File: src/rtl/burst_col_seq.sv
module burst_col_seq #(
  parameter int COL_W = 10
) (
  input  logic             clk,
  input  logic             rst_n,
  input  logic             start,
  input  logic [COL_W-1:0] start_col,
  input  logic [2:0]       len_code,
  input  logic             ilv,
  input  logic             stop,
  output logic [COL_W-1:0] col,
  output logic             valid,
  output logic             last,
  output logic             err
);
  localparam logic [COL_W-1:0] ALL1 = '1;

  logic             act, full_r, ilv_r;
  logic [COL_W-1:0] base, cnt, mask_r;
  logic [COL_W-1:0] mask_d;
  logic             full_d, known_d, ok_d, accept;

  always_comb begin
    mask_d  = '0;
    full_d  = 1'b0;
    known_d = 1'b1;
    case (len_code)
      3'd1:    mask_d = COL_W'(1);
      3'd2:    mask_d = COL_W'(3);
      3'd3:    mask_d = COL_W'(7);
      3'd7:    begin mask_d = ALL1; full_d = 1'b1; end
      default: known_d = 1'b0;
    endcase
  end

  assign ok_d   = known_d && !(full_d && ilv);
  assign last   = act && (full_r ? stop : (cnt == mask_r));
  assign accept = start && (!act || last);
  assign valid  = act;
  assign col    = ilv_r ? (base ^ cnt)
                        : ((base & ~mask_r) | ((base + cnt) & mask_r));

  always_ff @(posedge clk) begin
    if (!rst_n) begin
      act    <= 1'b0;
      err    <= 1'b0;
      full_r <= 1'b0;
      ilv_r  <= 1'b0;
      base   <= '0;
      cnt    <= '0;
      mask_r <= '0;
    end else begin
      err <= accept && !ok_d;
      if (accept && ok_d) begin
        act    <= 1'b1;
        base   <= start_col;
        cnt    <= '0;
        mask_r <= mask_d;
        full_r <= full_d;
        ilv_r  <= ilv;
      end else if (last) begin
        act <= 1'b0;
      end else if (act) begin
        cnt <= cnt + 1'b1;
      end
    end
  end
endmodule

File: config.mk
export PLATFORM = sky130hd
export DESIGN_NAME = burst_col_seq
export DESIGN_NICKNAME = d
export VERILOG_FILES = /design/src/rtl/burst_col_seq.sv
export SDC_FILE = /design/constraint.sdc
export NUM_CORES = 1
export LEC_CHECK = 0
export CAP_MARGIN = 20
export CORE_MARGIN = 2
export CORE_UTILIZATION = 50
export DETAILED_ROUTE_END_ITERATION = 6
export DONT_BUFFER_PORTS = 1
export PLACE_DENSITY_LB_ADDON = 0.08
export SLEW_MARGIN = 20
export SYNTH_ARGS = -nofsm -noshare
export SYNTH_HDL_FRONTEND = slang
export SYNTH_SLANG_ARGS = --single-unit
File: constraint.sdc
create_clock -name clk -period 3.3 [get_ports clk]
set_input_delay 0.825 -clock clk [delete_from_list [all_inputs] [get_ports clk]]
set_output_delay 0.825 -clock clk [all_outputs]
set_load 0.01 [all_outputs]
==> impl_summary.log, run 1 <==
[metrics] result of the run: finished, final reports clean
[metrics] Antenna Violating Nets Remaining: 0
[metrics] HPWL Detailed: ~3100 µm
[metrics] syn nets: approximately 260
[metrics] relative slew slack: 73.46%
[metrics] Core Region: approximately 3600 µm²
[metrics] nature of the critical path endpoint: output pin
[metrics] post-synthesis compound-gate area fraction: between 20% and 30%
[metrics] top cells by area, synth: sky130_fd_sc_hd__dfxtp_1 (29%), sky130_fd_sc_hd__ha_1 (6.6%), sky130_fd_sc_hd__a21boi_2 (5.4%), sky130_fd_sc_hd__nand2_1 (5.4%), sky130_fd_sc_hd__nor2_1 (4.6%)
[metrics] wire length of the first global-routing pass: ~7000 µm
[metrics] launching element type of the critical path: register
[metrics] post-detailed-route wirelength per cell: about 15 µm
[metrics] share of the synthesized area in the top cell type: about 29%
[metrics] post-synthesis cell type count: 53
[metrics] R2R Setup Slk: 1.41 ns
[metrics] # rows: 22
[metrics] total of hold buffers inserted after clock tree synthesis: 0
[metrics] number of global-route vias before repair: ~1600
[metrics] routed vias: ~1600
[metrics] share of synthesized area occupied by flip-flops and latches: between 20 and 30%
[metrics] post-synthesis register bit count: 27
[metrics] Fin Hold WS: roughly 0.5 ns
[metrics] TritonCTS Buffers: 3
[metrics] detail-routed via count per cell: ~5.7
[metrics] number of maximum-capacitance constraint violations: 0
[metrics] worst path arrival time: between 2 and 2.5 ns
[metrics] Cell Chain, Critical Path: ha_1 > fa_1 > a21o_1 > a21oi_2 > o21bai_1 > a21oi_1 > o22a_1 > o22a_1
[metrics] final setup vio count: 0
[metrics] simple logic cell fraction of the synthesized area: around a quarter
[metrics] Hold Vio Cnt, Final: 0
[metrics] XOR/XNOR share of the synthesized area: under 10%
[metrics] post-route fraction of the period consumed by the critical path: a little over nine tenths
[metrics] async set-reset flop share out of synthesis: 0%
[metrics] Final #Nets: about 250
[metrics] combinational family with the most area after synthesis: compound AO/OA/AOI/OAI gates
[metrics] share of synthesized area spent on multiplexers: between 1 and 1.5%
[metrics] class of the tightest hold or removal check: register to register
[metrics] Syn Std Cell Area: roughly 1900 µm²
[metrics] Clock Tree Buf Depth: 2
[metrics] Critical Path RT: 2.47 ns
[metrics] area of the die: 4286 µm²
[metrics] GR Util All Layers: 20.77%
[metrics] max-slew violation count: 0
[metrics] Sink Count: 27
[metrics] setup repair bufs after CTS: 0
[metrics] proportion of layout cells with a drive suffix above 1: between 10% and 20%
[metrics] average size of a mapped cell: approximately 8.3 µm²
[metrics] CTS Root Cell: sky130_fd_sc_hd__clkbuf_8
[metrics] crit path kind: register to output pin
[metrics] highest-delay cell along the critical path: sky130_fd_sc_hd__fa_1
[metrics] worst slack at placement: approximately 0.41 ns
[metrics] min Tclk post-route: between 3 and 4 ns
[metrics] cell occurring most often along the worst timing path: sky130_fd_sc_hd__o22a_1
[metrics] number of detailed-routing iterations run before antenna repair: 4
[metrics] leakage dissipation: 0.7664 nW
[metrics] gate family responsible for the most delay along the worst path: compound AO/OA/AOI/OAI gates
[metrics] initial antenna violation count: 0
[metrics] maximum number of pins on one net before global-route repair: 27
[metrics] starting density of the core: just over 50%
[metrics] Largest stage delay, worst path: slightly above 0.4 ns
[metrics] count of buffers from port buffering: 0
[metrics] Ant. Diodes: 0
[metrics] Critical Path Fanout Max: 6
[metrics] H-Tree Level Count: 1
[metrics] max frequency: around 320 MHz
[metrics] transition time of the tightest slew-check pin: roughly 0.39 ns
[metrics] Worst IR Drop VDD: roughly 190 µV
[metrics] clock tree skew after final layout: between 0.005 and 0.006 ns
[metrics] adder-cell share of the synthesized area: between 7 and 8%
[metrics] DRC violation count after routing: 0
[metrics] CTS resizes: 0
[metrics] utilization after layout: a little over half
[metrics] final total negative setup slack: 0 ns
[metrics] GPL Wtd Cong: around 0.84
[metrics] number of enable flip-flop cells after synthesis: 0
[metrics] area delta synth->final: 3.510%
[metrics] horizontal die dimension: 65.47 µm
[metrics] Worst-path clk slew: ~0.1 ns
[metrics] Worst Path Buf+Inv: 0
[metrics] clock latency of the later-clocked register in the worst-skew pair: ~0.27 ns
[metrics] TritonCTS clock tree: yes
[metrics] die height: about 65 µm
[metrics] num ports: 31
[metrics] warnings from Yosys: 0
[metrics] primary flip-flop cell chosen by synthesis mapping: sky130_fd_sc_hd__dfxtp_1
[metrics] Remaining Overflow, GRT: 0
[metrics] number of instances in the synthesized netlist: 228
[metrics] Routed WL: between 4000 and 5000 µm
[metrics] count of routing violations after the opening detailed-route iteration: between 40 and 50
[metrics] power per unit of standard cell area: between 300 and 400 nW/µm²
[metrics] most area-hungry cell type in the Yosys netlist: sky130_fd_sc_hd__dfxtp_1
[metrics] Final Worst Setup Slack: 0.1753 ns
[metrics] unrepaired setup endpoints after global routing: false
==> power by group <==
part	leakage (nW)	switching [mW]	internal, mW
Combinational	0.525	0.0604	0.0454
Sequential	0.220	0.0117	0.337
Clock	0.0217	0.110	0.0857
==> cell type report <==
| cell class | instances | area, µm² |
|---|---|---|
| Sequential cell | 27 | 541.8 |
| Tap cell | 48 | 60.06 |
| Timing Repair Buffer | 2 | 15.01 |
| Multi-Input combinational cell | 185 | 1267 |
| Inverter | 6 | 22.52 |
| Clock buffer | 3 | 41.29 |
| Fill cell | 378 | 1678 |
| Clock inverter | 1 | 7.507 |
==> routing by layer <==
| metal | share of wire, % | vias up | global-route usage, % | wire length (µm) |
|---|---|---|---|---|
| met5 | 0 | - | 0 | 0 |
| met3 | 6.2 | 4 | 4.281 | 258 |
| li1 | - | 806 | - | - |
| met1 | 48 | 703 | 26.30 | 1971 |
| met4 | 0.63 | 0 | 3.646 | 26 |
| met2 | 46 | 41 | 36.73 | 1891 |
==> stage by stage <==
step,instances,total power [mW],cell area (µm²)
global route,272,0.6834,1956
global placement,268,0.4599,1902
detailed placement,268,0.4632,1902
CTS,272,0.6574,1951
floorplan,228,0.4516,1889
finish,272,0.6505,1956
==> placed cells by master, fill, tap and decap left out, types with 6 or more instances in the layout <==
cell,Yosys,routed
sky130_fd_sc_hd__ha_1,10,10
sky130_fd_sc_hd__nand2_1,27,27
sky130_fd_sc_hd__o22a_1,6,6
sky130_fd_sc_hd__a21boi_2,9,9
sky130_fd_sc_hd__nand2_2,9,9
sky130_fd_sc_hd__dfxtp_1,27,26
sky130_fd_sc_hd__a21oi_1,15,14
sky130_fd_sc_hd__nor2_1,23,23
sky130_fd_sc_hd__a21boi_1,8,8
sky130_fd_sc_hd__and3_1,6,6
sky130_fd_sc_hd__inv_1,6,6
sky130_fd_sc_hd__o21ai_1,6,6
sky130_fd_sc_hd__nand3_1,6,6
==> worst reg2reg max path, cell delays in order (launching register included) <==
cell and delay (ns):
sky130_fd_sc_hd__dfxtp_1 0.47, sky130_fd_sc_hd__xor2_1 0.12, sky130_fd_sc_hd__nor3_2 0.26, sky130_fd_sc_hd__a31o_4 0.31, sky130_fd_sc_hd__and2b_4 0.36, sky130_fd_sc_hd__nand4_1 0.14, sky130_fd_sc_hd__a21boi_1 0.15
==> cell usage after synthesis (3+ instances only) <==
master / count
sky130_fd_sc_hd__a21boi_0: 4
sky130_fd_sc_hd__a21boi_1: 8
sky130_fd_sc_hd__a21boi_2: 9
sky130_fd_sc_hd__a21o_1: 3
sky130_fd_sc_hd__a21oi_1: 15
sky130_fd_sc_hd__and3_1: 6
sky130_fd_sc_hd__clkbuf_1: 4
sky130_fd_sc_hd__dfxtp_1: 27
sky130_fd_sc_hd__ha_1: 10
sky130_fd_sc_hd__inv_1: 6
sky130_fd_sc_hd__nand2_1: 27
sky130_fd_sc_hd__nand2_2: 9
sky130_fd_sc_hd__nand3_1: 6
sky130_fd_sc_hd__nor2_1: 23
sky130_fd_sc_hd__nor2b_1: 3
sky130_fd_sc_hd__o21ai_0: 5
sky130_fd_sc_hd__o21ai_1: 6
sky130_fd_sc_hd__o22a_1: 6
sky130_fd_sc_hd__or3b_1: 5
sky130_fd_sc_hd__xor2_1: 5
==> sequential cells by signal, indices dropped and copies added, names as in the netlist <==
register  flops
base         10
cnt          10
mask_r        3
err           1
full_r        1
ilv_r         1
valid         1
==> path summary, 6_finish.rpt <==
| kind | from | to | cells past startpoint |
|---|---|---|---|
| worst max-delay path | cnt[0] | col[6] | 8 |
| worst min-delay path | base[9] | base[9] | 2 |
| worst max register to register | cnt[1] | full_r | 6 |
| worst min register to register | base[9] | base[9] | 2 |
==> cell families after synthesis <==
kind of cell,count (synthesis)
compound gates,73
xor+xnor,6
fa+ha+maj,11
buf+inv,16
flops,27
mux,2
simple gates,93
No activity file was read; power rests on OpenSTA's default activity.
==> run 2: changes to the inputs <==
--- a/config.mk
+++ b/config.mk
@@ -6,6 +6,7 @@
 export NUM_CORES = 1
 export LEC_CHECK = 0
 export CAP_MARGIN = 20
+export CORE_ASPECT_RATIO = 1.75
 export CORE_MARGIN = 2
 export CORE_UTILIZATION = 50
 export DETAILED_ROUTE_END_ITERATION = 6
==> impl_summary.log, run 2 (same netlist as run 1, synthesis figures left out) <==
[metrics] transition time of the tightest slew-check pin: between 0.8 and 0.9 ns
[metrics] Filler Cells Inserted: 373
[metrics] TritonCTS Buffers: 3
[metrics] HPWL Detailed: about 3100 µm
[metrics] number of global-route vias before repair: 1527
[metrics] clock latency of the later-clocked register in the worst-skew pair: around 0.28 ns
[metrics] largest registers: base (10), cnt (10), mask_r (3)
[metrics] Critical Path Fanout Max: 6
[metrics] unrepaired setup endpoints after global routing: true
[metrics] sum of internal, switching and leakage power: 653.2 µW
[metrics] GR Util All Layers: a little over a fifth
[metrics] count of routing violations after the opening detailed-route iteration: 17
[metrics] Cell Chain, Critical Path: ha_1 > fa_1 > a21o_1 > a21oi_2 > o21bai_1 > a21oi_1 > a21oi_1 > o22a_1
[metrics] post-route fraction of the period consumed by the critical path: 95.57%
[metrics] area of the die: between 4000 and 5000 µm²
[metrics] CTS Root Cell: sky130_fd_sc_hd__clkbuf_8
[metrics] Worst-path clk slew: ~0.1 ns
[metrics] Antenna Violating Nets Remaining: 0
[metrics] Ant. Diodes: 0
[metrics] horizontal die dimension: a little over 50 µm
[metrics] starting density of the core: between 50% and 60%
[metrics] # rows: 29
[metrics] dpl cells: between 200 and 300
[metrics] RR Startpoint: full_r
[metrics] multi-input combinational cell area: about 1300 µm²
[metrics] sequential cell area: approximately 540 µm²
[metrics] most frequent cells in the layout: sky130_fd_sc_hd__nand2_1 (27), sky130_fd_sc_hd__dfxtp_1 (25), sky130_fd_sc_hd__nor2_1 (23)
[metrics] final total negative setup slack: 0 ns
[metrics] area delta synth->final: 2.914%
[metrics] instance area after placement: ~1900 µm²
[metrics] Fin Hold WS: 0.4963 ns
[metrics] num ports: 31
[metrics] final setup vio count: 0
[metrics] highest-delay cell along the critical path: sky130_fd_sc_hd__fa_1
[metrics] Worst Path Buf+Inv: 0
[metrics] wire length of the first global-routing pass: roughly 7000 µm
[metrics] post-route cell area: between 1500 and 2000 µm²
[metrics] Largest stage delay, worst path: a little over 0.4 ns
[metrics] TritonCTS clock tree: yes
[metrics] clock tree skew after final layout: between 0.002 and 0.0025 ns
[metrics] initial antenna violation count: 0
[metrics] cell occurring most often along the worst timing path: sky130_fd_sc_hd__a21oi_1
[metrics] startpoint of the lowest-slack hold path: base[5]
[metrics] Clock Tree Buf Depth: 2
[metrics] post-detailed-route wirelength per cell: 15.76 µm
[metrics] number of maximum-capacitance constraint violations: 0
[metrics] worst path arrival time: around 2.3 ns
[metrics] relative slew slack: approximately 45%
[metrics] max frequency: approximately 320 MHz
[metrics] Core Region: ~3600 µm²
[metrics] Hold Vio Cnt, Final: 0
[metrics] leakage dissipation: between 0.7 and 0.8 nW
[metrics] number of detailed-routing iterations run before antenna repair: 6
[metrics] GPL Wtd Cong: roughly 0.82
[metrics] count of buffers from port buffering: 0
[metrics] max-slew violation count: 0
[metrics] Worst IR Drop VDD: 299.3 µV
[metrics] DRC violation count after routing: 0
[metrics] power per unit of standard cell area: 336.0 nW/µm²
[metrics] proportion of layout cells with a drive suffix above 1: roughly 16%
[metrics] result of the run: finished, final reports clean
[metrics] Remaining Overflow, GRT: 0
[metrics] min Tclk post-route: roughly 3.2 ns
[metrics] crit path kind: register to output pin
[metrics] launch point of the critical path: cnt[0]
[metrics] class of the tightest hold or removal check: register to register
[metrics] detail-routed via count per cell: 5.970
[metrics] die height: 85.32 µm
[metrics] Sink Count: 27
[metrics] H-Tree Level Count: 1
[metrics] Routed WL: ~4200 µm
[metrics] routed vias: 1600
[metrics] Critical Path RT: around 2.5 ns
[metrics] launching element type of the critical path: register
[metrics] most common cell after layout, fill and taps aside: sky130_fd_sc_hd__nand2_1
[metrics] maximum number of pins on one net before global-route repair: 27
[metrics] final non-filler cell total: around 270
[metrics] gate family responsible for the most delay along the worst path: compound AO/OA/AOI/OAI gates
[metrics] Final #Nets: roughly 250
[metrics] R2R Setup Slk: about 1.2 ns
[metrics] nature of the critical path endpoint: output pin
-- run 2: path summary, 6_finish.rpt --
| check | cells past startpoint | endpoint |
|---|---|---|
| max | 8 | col[6] |
| min | 2 | base[5] |
| max reg2reg | 6 | full_r |
| min reg2reg | 2 | base[5] |
-- run 2: area by class of cell --
cell class	count	area share [%]
Sequential cell	27	27.93
Tap cell	46	2.960
Multi-Input combinational cell	185	65.57
Clock inverter	1	0.2574
Clock buffer	3	2.124
Inverter	6	1.158
-- run 2: per-layer routing --
metal  global-route usage (%)  up-vias  routed length, µm
met5                        0        -                  0
met4                    6.388        0                 33
met3                    2.817        4                171
met2                    38.52       39               2271
met1                    24.62      755               1747
li1                         -      802                  -
-- run 2: report_power, final --
group	total [mW]	internal [mW]	switching, mW	leakage [nW]
Clock	0.198	0.0849	0.113	0.0255
Sequential	0.354	0.337	0.0167	0.221
Combinational	0.101	0.0449	0.0564	0.523
Total	0.653	0.467	0.186	0.769
-- run 2: timing repair --
action                                  in CTS  in global routing
resized for setup                            0                  4
hold buffers                                 0                  0
buffers inserted                             0                  0
endpoints found under the setup margin       0                  3
-- run 2: through the flow --
stage                     utilization [%]  setup WS, ns
after floorplan                         -        0.5629
after global placement              51.93        0.4140
after detailed placement            51.93        0.3925
after CTS                           53.21       0.06818
after global routing                53.59     -0.007322
final                               53.59        0.1462
-- run 2: tightest hold or removal path, stage by stage (launching register included) --
cell,delay [ns]
sky130_fd_sc_hd__dfxtp_1,0.34
sky130_fd_sc_hd__nand2_1,0.05
sky130_fd_sc_hd__a21boi_0,0.06
==> run 3: changes to the inputs <==
--- a/config.mk
+++ b/config.mk
@@ -6,9 +6,11 @@
 export NUM_CORES = 1
 export LEC_CHECK = 0
 export CAP_MARGIN = 20
+export CELL_PAD_IN_SITES_DETAIL_PLACEMENT = 1
+export CELL_PAD_IN_SITES_GLOBAL_PLACEMENT = 1
 export CORE_ASPECT_RATIO = 1.75
 export CORE_MARGIN = 2
-export CORE_UTILIZATION = 50
+export CORE_UTILIZATION = 47
 export DETAILED_ROUTE_END_ITERATION = 6
 export DONT_BUFFER_PORTS = 1
 export PLACE_DENSITY_LB_ADDON = 0.08
==> impl_summary.log, run 3 (same netlist as run 1, synthesis figures left out) <==
[metrics] result of the run: finished, final reports clean
[metrics] max frequency: approximately 320 MHz
[metrics] dpl cells: roughly 270
[metrics] launching element type of the critical path: register
[metrics] Ant. Diodes: 0
[metrics] routed vias: around 1600
[metrics] class of the tightest hold or removal check: register to register
[metrics] transition time of the tightest slew-check pin: 0.8327 ns
[metrics] Routed WL: between 4000 and 5000 µm
[metrics] most frequent cells in the layout: sky130_fd_sc_hd__nand2_1 (27), sky130_fd_sc_hd__nor2_1 (23), sky130_fd_sc_hd__dfxtp_1 (23)
[metrics] setup repair bufs after CTS: 0
[metrics] final non-filler cell total: 270
[metrics] post-detailed-route wirelength per cell: ~18 µm
[metrics] num ports: 31
[metrics] leakage dissipation: between 0.7 and 0.8 nW
[metrics] initial antenna violation count: 0
[metrics] Antenna Violating Nets Remaining: 0
[metrics] largest registers: base (10), cnt (10), mask_r (3)
[metrics] number of instances on the worst hold path: 2
[metrics] Final Worst Setup Slack: 0.1357 ns
[metrics] crit path kind: register to output pin
[metrics] GPL Wtd Cong: between 0.7 and 0.8
[metrics] Clock Tree Buf Depth: 2
[metrics] worst slack at placement: around 0.33 ns
[metrics] die height: between 80 and 90 µm
[metrics] TritonCTS Buffers: 3
[metrics] worst path arrival time: roughly 2.3 ns
[metrics] HPWL Detailed: around 3700 µm
[metrics] Remaining Overflow, GRT: 0
[metrics] count of routing violations after the opening detailed-route iteration: 10
[metrics] cell occurring most often along the worst timing path: sky130_fd_sc_hd__a21oi_2
[metrics] total of hold buffers inserted after clock tree synthesis: 0
[metrics] capturing point of the worst reg2reg path: full_r
[metrics] wire length of the first global-routing pass: 7741 µm
[metrics] launch point of the critical path: cnt[0]
[metrics] relative slew slack: between 40% and 50%
[metrics] detail-routed via count per cell: ~6
[metrics] CTS Root Cell: sky130_fd_sc_hd__clkbuf_8
[metrics] Largest stage delay, worst path: ~0.42 ns
[metrics] number of maximum-capacitance constraint violations: 0
[metrics] Sink Count: 27
[metrics] Worst Path Buf+Inv: 0
[metrics] # rows: 30
[metrics] cell count along the critical path: 8
[metrics] max-slew violation count: 0
[metrics] gate family responsible for the most delay along the worst path: compound AO/OA/AOI/OAI gates
[metrics] instance area after placement: 1887 µm²
[metrics] final setup vio count: 0
[metrics] Core Region: a little under 4000 µm²
[metrics] R2R Setup Slk: between 1 and 1.5 ns
[metrics] termination of the worst setup path: col[6]
[metrics] Critical Path RT: roughly 2.5 ns
[metrics] Critical Path Fanout Max: 6
[metrics] area of the die: about 4600 µm²
[metrics] H-Tree Level Count: 1
[metrics] most common cell after layout, fill and taps aside: sky130_fd_sc_hd__nand2_1
[metrics] number of global-route vias before repair: 1664
[metrics] Final #Nets: ~250
[metrics] horizontal die dimension: between 50 and 60 µm
[metrics] TritonCTS clock tree: yes
[metrics] Worst-path clk slew: about 0.11 ns
[metrics] RR Startpoint: full_r
[metrics] Hold Vio Cnt, Final: 0
[metrics] clock latency of the later-clocked register in the worst-skew pair: around 0.29 ns
[metrics] Worst IR Drop VDD: between 200 and 250 µV
[metrics] post-route cell area: between 1500 and 2000 µm²
[metrics] area delta synth->final: 3.113%
[metrics] number of cell instances on the worst register-to-register path: 6
[metrics] highest-delay cell along the critical path: sky130_fd_sc_hd__fa_1
[metrics] min Tclk post-route: approximately 3.2 ns
[metrics] power per unit of standard cell area: ~340 nW/µm²
[metrics] proportion of layout cells with a drive suffix above 1: roughly 17%
[metrics] nature of the critical path endpoint: output pin
[metrics] maximum number of pins on one net before global-route repair: 27
[metrics] starting density of the core: 48.87%
[metrics] Cell Chain, Critical Path: ha_1 > fa_1 > a21o_1 > a21oi_2 > o21bai_1 > a21oi_2 > a21oi_1 > o22a_1
[metrics] post-route fraction of the period consumed by the critical path: 95.89%
[metrics] GR Util All Layers: between 20% and 30%
[metrics] clock tree skew after final layout: 0.01062 ns
[metrics] count of buffers from port buffering: 0
[metrics] number of detailed-routing iterations run before antenna repair: 2
[metrics] DRC violation count after routing: 0
## run 3: cell type report
cell class                      count  area (µm²)
Inverter                            6       22.52
Sequential cell                    27       545.5
Multi-Input combinational cell    185        1271
Fill cell                         491        1918
Clock buffer                        3       41.29
Tap cell                           48       60.06
Clock inverter                      1       7.507
## run 3: timing repair
action                                  4_1_cts  5_1_grt
endpoints found under the setup margin        1        3
pin swaps                                     0        1
endpoints found under the hold margin         0        0
gates resized for setup                       1        5
## run 3: worst min-delay path by stage
| stage | startpoint | end | slack, ns |
|---|---|---|---|
| 2_1_floorplan | base[9] | base[9] | 0.46 |
| 3_3_place_gp | base[9] | base[9] | 0.47 |
| 3_5_place_dp | base[0] | base[0] | 0.48 |
| 4_1_cts | base[0] | base[0] | 0.50 |
| 5_1_grt | base[5] | base[5] | 0.52 |
| 6_report | base[0] | base[0] | 0.49 |
## run 3: per-stage QoR
stage	hold slack [ns]	total power, mW	TNS, ns	utilization [%]
after global placement	0.4699	0.4598	0	48.80
final	0.4949	0.6587	0	50.39
after detailed placement	0.4842	0.4655	0	48.80
after floorplan	0.4599	0.4516	0	-
after CTS	0.5005	0.6652	0	50.16
after global routing	0.5220	0.6947	-0.001744	50.39
## run 3: power by group
part | switching (mW) | internal (mW)
clock | 0.116 | 0.0861
combinational | 0.0580 | 0.0446
sequential | 0.0164 | 0.337
## run 3: worst reg2reg max path, cell delays in order, from the launching register on
cell                       delay (ns)
sky130_fd_sc_hd__dfxtp_1         0.88
sky130_fd_sc_hd__nand2_1         0.19
sky130_fd_sc_hd__nand2_1         0.14
sky130_fd_sc_hd__a31o_4          0.22
sky130_fd_sc_hd__and2b_4         0.36
sky130_fd_sc_hd__nand4_1         0.15
sky130_fd_sc_hd__a21boi_1        0.15
## run 3: metal layers
layer  vias to the layer above  GRT usage, %  share of wire [%]
met1                       776         21.39                 37
li1                        802             -                  -
met4                         0         7.895                1.5
met2                        27         47.30                 58
met3                         4         3.072                3.4
met5                         -             0                  0
